[config.mk]
export PLATFORM = sky130hd
export DESIGN_NAME = varlen_fetch_decoder
export DESIGN_NICKNAME = d
export VERILOG_FILES = /design/src/rtl/fdec_pkg.sv /design/src/rtl/fdec_split.sv /design/src/rtl/fdec_classify.sv /design/src/rtl/fdec_align.sv /design/src/rtl/fdec_nextpc.sv /design/src/rtl/varlen_fetch_decoder.sv
export SDC_FILE = /design/constraint.sdc
export NUM_CORES = 1
export LEC_CHECK = 0
export BUFFER_PORTS_ARGS = -buffer_cell sky130_fd_sc_hd__clkbuf_2
export CORE_AREA = 2 2 112 114
export DETAILED_ROUTE_END_ITERATION = 7
export DIE_AREA = 0 0 114 116
export SLEW_MARGIN = 30
export SYNTH_ARGS = -nofsm -noshare
export SYNTH_HDL_FRONTEND = slang
export SYNTH_SLANG_ARGS = --single-unit
[constraint.sdc]
create_clock -name vclk -period 9.7
set_input_delay 1.455 -clock vclk [all_inputs]
set_output_delay 1.455 -clock vclk [all_outputs]
set_load 0.01 [all_outputs]
[src/rtl/fdec_pkg.sv]
`timescale 1ns/1ps
package fdec_pkg;
  parameter int unsigned NIB_W = 4;

  typedef enum logic [NIB_W-1:0] {
    OP_STOP   = 4'h0,
    OP_IDLE   = 4'h1,
    OP_RMOVE  = 4'h2,
    OP_IMOVE  = 4'h3,
    OP_STORE  = 4'h4,
    OP_LOAD   = 4'h5,
    OP_ALU    = 4'h6,
    OP_JUMP   = 4'h7,
    OP_CALL   = 4'h8,
    OP_RETURN = 4'h9,
    OP_PUSH   = 4'hA,
    OP_POP    = 4'hB
  } opc_e;

  localparam logic [NIB_W-1:0] NO_REG = '1;

  typedef struct packed {
    logic bad;
    logic reg_byte;
    logic const_word;
  } shape_t;
endpackage

[src/rtl/fdec_split.sv]
`timescale 1ns/1ps
module fdec_split
  import fdec_pkg::*;
(
  input  logic [2*NIB_W-1:0] head,
  output logic [NIB_W-1:0]   op,
  output logic [NIB_W-1:0]   fn
);
  assign op = head[2*NIB_W-1:NIB_W];
  assign fn = head[NIB_W-1:0];
endmodule

[src/rtl/fdec_classify.sv]
`timescale 1ns/1ps
module fdec_classify
  import fdec_pkg::*;
(
  input  logic [NIB_W-1:0] op,
  output shape_t           shape
);
  always_comb begin
    shape = '0;
    case (op)
      OP_STOP, OP_IDLE, OP_RETURN: ;
      OP_RMOVE, OP_ALU, OP_PUSH, OP_POP: shape.reg_byte = 1'b1;
      OP_IMOVE, OP_STORE, OP_LOAD: begin
        shape.reg_byte   = 1'b1;
        shape.const_word = 1'b1;
      end
      OP_JUMP, OP_CALL: shape.const_word = 1'b1;
      default: shape.bad = 1'b1;
    endcase
  end
endmodule

[src/rtl/fdec_align.sv]
`timescale 1ns/1ps
module fdec_align
  import fdec_pkg::*;
#(
  parameter int unsigned WIN_BYTES   = 10,
  parameter int unsigned CONST_BYTES = 8
) (
  input  logic [WIN_BYTES*8-1:0]   win,
  input  logic                     has_reg,
  input  logic                     has_const,
  output logic [NIB_W-1:0]         reg_a,
  output logic [NIB_W-1:0]         reg_b,
  output logic [CONST_BYTES*8-1:0] const_word
);
  localparam int unsigned SPEC_LSB = 8;

  assign reg_a = has_reg ? win[SPEC_LSB+2*NIB_W-1 -: NIB_W] : NO_REG;
  assign reg_b = has_reg ? win[SPEC_LSB+NIB_W-1 -: NIB_W]   : NO_REG;

  // each constant byte picks from one of two window slots
  for (genvar k = 0; k < CONST_BYTES; k++) begin : g_cbyte
    logic [7:0] near_b, far_b;
    assign near_b = win[8*(k+1) +: 8];
    assign far_b  = win[8*(k+2) +: 8];
    assign const_word[8*k +: 8] = !has_const ? 8'h00 : (has_reg ? far_b : near_b);
  end
endmodule

[src/rtl/fdec_nextpc.sv]
`timescale 1ns/1ps
module fdec_nextpc #(
  parameter int unsigned ADDR_W      = 64,
  parameter int unsigned CONST_BYTES = 8
) (
  input  logic [ADDR_W-1:0] pc,
  input  logic              has_reg,
  input  logic              has_const,
  output logic [ADDR_W-1:0] seq_pc
);
  localparam int unsigned LEN_W = $clog2(CONST_BYTES + 3);
  logic [LEN_W-1:0] len;

  always_comb begin
    len = LEN_W'(1);
    if (has_reg)   len = len + LEN_W'(1);
    if (has_const) len = len + LEN_W'(CONST_BYTES);
  end

  assign seq_pc = pc + ADDR_W'(len);
endmodule

[src/rtl/varlen_fetch_decoder.sv]
`timescale 1ns/1ps
module varlen_fetch_decoder
  import fdec_pkg::*;
#(
  parameter int unsigned WIN_BYTES   = 10,
  parameter int unsigned CONST_BYTES = 8,
  parameter int unsigned ADDR_W      = 64
) (
  input  logic [WIN_BYTES*8-1:0]   win_bytes,
  input  logic [ADDR_W-1:0]        cur_pc,
  output logic [NIB_W-1:0]         op_code,
  output logic [NIB_W-1:0]         fn_code,
  output logic                     insn_bad,
  output logic                     has_regbyte,
  output logic                     has_const,
  output logic [NIB_W-1:0]         reg_a,
  output logic [NIB_W-1:0]         reg_b,
  output logic [CONST_BYTES*8-1:0] const_word,
  output logic [ADDR_W-1:0]        seq_pc
);
  localparam logic [ADDR_W-1:0] STEP_ONE  = ADDR_W'(1);
  localparam logic [ADDR_W-1:0] STEP_TWO  = ADDR_W'(2);
  localparam logic [ADDR_W-1:0] STEP_JMP  = ADDR_W'(CONST_BYTES + 1);
  localparam logic [ADDR_W-1:0] STEP_FULL = ADDR_W'(CONST_BYTES + 2);

  shape_t shape;

  fdec_split u_split (
    .head (win_bytes[2*NIB_W-1:0]),
    .op   (op_code),
    .fn   (fn_code)
  );

  fdec_classify u_class (
    .op    (op_code),
    .shape (shape)
  );

  assign insn_bad    = shape.bad;
  assign has_regbyte = shape.reg_byte;
  assign has_const   = shape.const_word;

  fdec_align #(.WIN_BYTES(WIN_BYTES), .CONST_BYTES(CONST_BYTES)) u_align (
    .win        (win_bytes),
    .has_reg    (has_regbyte),
    .has_const  (has_const),
    .reg_a      (reg_a),
    .reg_b      (reg_b),
    .const_word (const_word)
  );

  fdec_nextpc #(.ADDR_W(ADDR_W), .CONST_BYTES(CONST_BYTES)) u_next (
    .pc        (cur_pc),
    .has_reg   (has_regbyte),
    .has_const (has_const),
    .seq_pc    (seq_pc)
  );

  // checks relating the classifier, aligner and address adder
  logic [ADDR_W-1:0] step;
  assign step = seq_pc - cur_pc;

  always_comb begin
    a_r2_bad_no_fields: assert (!insn_bad || (!has_regbyte && !has_const))
      else $error("R2: illegal code reports fields");
    a_r5_absent_regs: assert (has_regbyte || (reg_a == NO_REG && reg_b == NO_REG))
      else $error("R5: register ids not 0xF without register byte");
    a_r4_const_zero: assert (has_const || const_word == '0)
      else $error("R4: constant not zero while absent");
    a_r7_step_set: assert (step == STEP_ONE || step == STEP_TWO ||
                           step == STEP_JMP || step == STEP_FULL)
      else $error("R7: next address step outside length set");
    a_r8_store_full: assert (op_code != OP_STORE || step == STEP_FULL)
      else $error("R8: store not full length");
    a_r8_alu_short: assert (op_code != OP_ALU || step == STEP_TWO)
      else $error("R8: ALU op not two bytes");
    a_r3_stack_reg: assert (!(op_code == OP_PUSH || op_code == OP_POP) ||
                            (has_regbyte && !has_const))
      else $error("R3: stack op shape wrong");
  end
endmodule

==> results of run 1 <==
==> critical path, stage by stage <==
cell	delay, ns
clkbuf_2	0.12
mux2_2	0.36
o21ai_4	0.11
buf_4	0.52
inv_1	0.14
ha_1	0.27
a2111oi_1	0.76
or2_2	0.42
nor4_1	0.12
xor2_1	0.15
clkbuf_2	0.16
==> where the power goes <==
| part | internal (mW) | total, mW | switching (mW) |
|---|---|---|---|
| registers | 0 | 0 | 0 |
| clock network | 0 | 0 | 0 |
| logic | 0.0787 | 0.197 | 0.118 |
==> area by class of cell <==
cell class | count | area [sq um] | area share
Timing Repair Buffer | 287 | 1446 | 0.3580
Inverter | 6 | 22.52 | 0.005574
Multi-Input combinational cell | 419 | 2387 | 0.5909
Tap cell | 147 | 183.9 | 0.04552
==> layer usage <==
layer / up-vias / GRT usage
met1: 1780 / 0.1919
met5: - / 0
met3: 10 / 0.03870
li1: 2070 / -
met4: 0 / 0.01707
met2: 203 / 0.3325
==> logic make-up (layout without fill, tap and decap cells) <==
| family | count (synthesis) | in the layout | synth area share |
|---|---|---|---|
| fa+ha+maj | 2 | 2 | 0.009759 |
| compound gates | 74 | 74 | 0.1532 |
| buf+inv | 44 | 293 | 0.08199 |
| simple gates | 278 | 278 | 0.5320 |
| mux | 1 | 1 | 0.004392 |
| xor+xnor | 64 | 64 | 0.2186 |
==> final timing paths <==
kind / from / slack [ns] / to / cells after the start
setup / recovery: win_bytes[5] / 3.59 / seq_pc[54] / 11
hold / removal: win_bytes[0] / 2.91 / fn_code[0] / 0
==> cell usage in the layout, fill, tap and decap left out, types with 5 or more instances in the layout <==
cell type / n
nor2_1: 11
and2_1: 9
nor4_1: 6
nor3_1: 13
nand2b_1: 8
clkbuf_2: 283
nand2_1: 159
and3_1: 7
nand4_1: 24
a21oi_1: 66
inv_1: 5
xor2_1: 19
nand3_1: 18
xnor2_1: 45
==> Yosys cell counts <==
master     instances  area (sq um)
nor4_2             4         50.05
inv_1              6         22.52
a21oi_1           67         335.3
nor4_1             6         37.54
mux2_2             1         11.26
o21ai_0            1         5.000
and3_1             7         43.79
nor2_1            11         41.29
buf_4              9         67.56
nand2b_1           8         50.05
nor4_4             1         21.27
o31ai_1            1         7.510
or4_4              1         11.26
and2_1             9         56.30
ha_1               2         25.02
nor4bb_1           1         10.01
xnor2_1           45         394.1
buf_2              3         15.01
clkbuf_1          22         82.58
buf_1              3         11.26
nor2b_1            1         6.260
xor2_1            19         166.4
a2111oi_2          1         15.01
nor3_4             1         16.27
and4_1             3         26.28
nand4_4            1         21.27
nor3_1            14         70.07
or3_1              2         12.51
nor3_2             1         10.01
buf_6              1         11.26
nand4b_1           1         8.760
nand2_1          159         596.8
a2111oi_1          1         10.01
nand3_1           18         90.09
or2_2              4         25.02
o211ai_1           1         7.510
and3b_1            1         8.760
a31oi_1            2         12.51
nand4_1           24         150.1
==> impl_results.md, run 1 <==
* Fin area at between 4000 and 5000 sq um
* Post-route DRC at 0
* Die Wd at around 110 um
* Final cell count without fillers at 859
* Peak supply drop at roughly 18 uV
* Pin count of the biggest net entering global routing at slightly below 80
* Nets@finish at 860
* ANT cells at 0
* Mapped Area at between 2000 and 3000 sq um
* Average size of a mapped cell at around 5.5 sq um
* Yosys warnings at 0
* Power Density at slightly below 50 nW/um^2
* Initial antenna violation count at 0
* All-layer global routing usage at 0.1694
* Hold Fails Final Rpt at 0
* Met3 routed WL at ~1.1 mm
* Inst Count DP at approximately 860
* Worst setup path class: primary input to primary output
* MaxCap Viol Count at 0
* Post-synth net total at ~600
* WP data arrival at roughly 4.7 ns
* Row count at 40
* Hold_buf cts at 0
* Setup WS pre-CTS at 3.548 ns
* Drt pass-1 iters at 4
* GRT Residual Overflow at 0
* Global placement routability congestion at around 0.9
* Worst min path class: primary input to primary output
* Die height at between 100 and 150 um
* Pwr Total at around 0.20 mW
* Fmax at 163.6 MHz
* Register Area at 0 sq um
* Antenna-violating nets left at 0
* Worst-Margin Slew at about 0.86 ns
* Iter 0 DRT Violations at about 170
* Routed wire per std cell at about 14 um
* Syn Inst Count at about 460
* Core area at about 12000 sq um
* Tcrit/Tclk final at 0.6301
* Post-DP Area at between 4000 and 5000 sq um
* Area grow syn2layout at 57.59%
* Fillers at 1418
* Hold WS at 2.910 ns
* Netlist cell types at 39
* Drt total wl at 12.40 mm
* Final WS setup at approximately 3.6 ns
* # setup viols final at 0
* Slew HR at 0.4236
* Initial Util at 0.2152
* Final core area utilization at 0.3392
* Sequential cells at 0
* Post-cts sizing count at 0
* Final TNS setup at 0 ns
* Number of global-route vias before repair at roughly 3800
* CP Max Fanout at 65
* Final Critical Period at between 6 and 7 ns
* Met2 wire length at between 6 and 7 mm
* Max layer used: met4
* Total number of vias at about 4100
* First-pass GRT wire length at roughly 18 mm
* Outcome: finished clean
* Die area at approximately 13000 sq um
* Clock buffer cells at 0
* # port buffers at 283
* RSZ-0062 raised after global routing: no
* Crit path capture type: primary output
* Worst Path Required at 8.25 ns
* Crit start category: primary input
* Pleak at approximately 2.1 nW
* Final Max Slew Viols at 0
* Vias per cell at roughly 4.7
* DP HPWL at roughly 10 mm
* M1 WL at ~4.7 mm
* Post-CTS Setup Bufs at 0
* Seq/Total Area, Yosys at 0
* Share of cells above drive strength 1 at 0.4312
* Ports at 291
No activity file was read; power rests on OpenSTA's default activity.
==> run 2: changes to the inputs <==
--- a/config.mk
+++ b/config.mk
@@ -6,9 +6,9 @@
 export NUM_CORES = 1
 export LEC_CHECK = 0
 export BUFFER_PORTS_ARGS = -buffer_cell sky130_fd_sc_hd__clkbuf_2
-export CORE_AREA = 2 2 112 114
+export CORE_AREA = 2 2 114 116
 export DETAILED_ROUTE_END_ITERATION = 7
-export DIE_AREA = 0 0 114 116
+export DIE_AREA = 0 0 116 118
 export SLEW_MARGIN = 30
 export SYNTH_ARGS = -nofsm -noshare
 export SYNTH_HDL_FRONTEND = slang
==> constraint.sdc (replaced) <==
create_clock -name vclk -period 5.7
set_input_delay 0.855 -clock vclk [all_inputs]
set_output_delay 0.855 -clock vclk [all_outputs]
set_load 0.01 [all_outputs]
==> run 2 against run 1 <==
  * Sequential share of layout area unchanged
  * Clock-buffer cell count unchanged
  * Combinational power increased by 71%
  * Wire length increased by 2.8%
  * Largest cell class unchanged
  * Critical path type unchanged
  * Global-route usage increased by 0.068 points
  * Largest power group unchanged
  * Flip-flop and latch count unchanged
  * Highest routed layer unchanged
  * Critical path depth unchanged
  * Non-clock buffer count increased by 3
  * Setup slack got worse by 2.1 ns
  * First-iteration DRC count increased by 59%
  * Hold slack got worse by 1.2 ns
  * Total power increased by 71%
==> impl_results.md, run 2 (synthesis results as in run 1) <==
* WHS Path Cells at 0
* Die height at about 120 um
* Peak supply drop at about 31 uV
* Area grow syn2layout at 59.49%
* Vias per cell at between 4 and 5
* Final WS setup at about 1.5 ns
* Final TNS setup at 0 ns
* Pleak at about 2.1 nW
* CP Max Fanout at 7
* Final cell count without fillers at about 900
* Worst setup path class: primary input to primary output
* Commonest non-fill, non-tap cell in the layout: clkbuf_2
* GRT Residual Overflow at 0
* Tcrit/Tclk final at 0.7412
* Pin count of the biggest net entering global routing at 66
* RSZ-0062 raised after global routing: no
* Number of global-route vias before repair at around 3900
* Core area at between 10000 and 15000 sq um
* Routed wire per std cell at between 10 and 15 um
* Fmax at 236.7 MHz
* Post-CTS Setup Bufs at 0
* # port buffers at around 280
* Crit path capture type: primary output
* Sequential cells at 0
* First-pass GRT wire length at roughly 19 mm
* Final Max Slew Viols at 0
* Worst min path class: primary input to primary output
* Final Critical Period at between 4 and 5 ns
* DP HPWL at 10.84 mm
* Slew HR at 0.4375
* Post-route DRC at 0
* Fillers at between 1000 and 1500
* Clock buffer cells at 0
* Initial Util at 0.2065
* WP data arrival at between 3 and 4 ns
* Setup WS pre-CTS at 1.447 ns
* Hold Crit Start: win_bytes[3]
* Iter 0 DRT Violations at around 280
* Hold EP: fn_code[3]
* Highest-count cells in the layout ignoring fill and taps: 283 x clkbuf_2, 159 x nand2_1, 66 x a21oi_1
* Antenna-violating nets left at 0
* ANT cells at 0
* Ports at between 200 and 300
* Power Density at between 80 and 90 nW/um^2
* Die area at around 14000 sq um
* Worst-Margin Slew at roughly 0.83 ns
* Inst Count DP at 887
* Total number of vias at ~4200
* Crit start category: primary input
* Hold Fails Final Rpt at 0
* Outcome: finished clean
* Post-DP Area at between 4000 and 5000 sq um
* Global placement routability congestion at roughly 0.83
* Register Area at 0 sq um
* Post-cts sizing count at 0
* Drt total wl at 12.75 mm
* Nets@finish at 863
* # setup viols final at 0
* All-layer global routing usage at 0.1701
* MaxCap Viol Count at 0
* Drt pass-1 iters at 5
* Initial antenna violation count at 0
* Fin area at 4089 sq um
* Worst Path Required at just under 5 ns
* Row count at ~40
* Share of cells above drive strength 1 at 0.4322
* Hold_buf cts at 0
* Die Wd at between 100 and 150 um
## run 2: changes by cell type in the layout (fill, tap and decap cells not counted), sizes merged
cell / previous run / this run
buf: 4 / 7
## run 2: worst max path at each step
stage,from,endpoint,slack (ns),cells past startpoint
6_report,win_bytes[5],seq_pc[33],1.48,11
3_3_place_gp,win_bytes[6],seq_pc[29],1.13,11
3_5_place_dp,win_bytes[7],const_word[13],1.45,9
2_1_floorplan,win_bytes[5],seq_pc[63],1.29,11
5_1_grt,win_bytes[7],seq_pc[24],1.14,10
4_1_cts,win_bytes[7],const_word[13],1.45,9
## run 2: area by class of cell
| type | count | area (sq um) | share of cell area |
|---|---|---|---|
| repair buffers | 290 | 1469 | 0.3592 |
| multi-input cells | 419 | 2382 | 0.5826 |
| inverters | 6 | 22.52 | 0.005508 |
| well taps | 172 | 215.2 | 0.05263 |
## run 2: through the flow
step / utilization / power [mW] / hold WS [ns]
detailed placement: 0.3294 / 0.3396 / 1.710
floorplan: - / 0.1720 / 1.790
global route: 0.3294 / 0.3732 / 1.710
CTS: 0.3294 / 0.3411 / 1.710
global placement: 0.3289 / 0.3402 / 1.710
finish: 0.3294 / 0.3373 / 1.710
## run 2: layer usage
metal	up-vias	GRT usage	wire length, um
li1	2080	-	-
met1	1859	0.1957	4808
met2	226	0.3311	6599
met3	12	0.02575	1176
met4	0	0.02158	162
met5	-	0	0
## run 2: critical path, cell delays in order
cell and delay (ns):
clkbuf_2 0.12, mux2_2 0.36, o21ai_4 0.14, inv_1 0.07, ha_1 0.32, a31oi_1 0.09, buf_4 0.16, nor4bb_2 0.73
nand4_1 0.20, xnor2_1 0.17, clkbuf_2 0.15
## run 2: where the power goes
part           total, mW  leakage, nW  switching (mW)  internal [mW]
Sequential             0            0               0              0
Combinational      0.337         2.09           0.202          0.136
Clock                  0            0               0              0
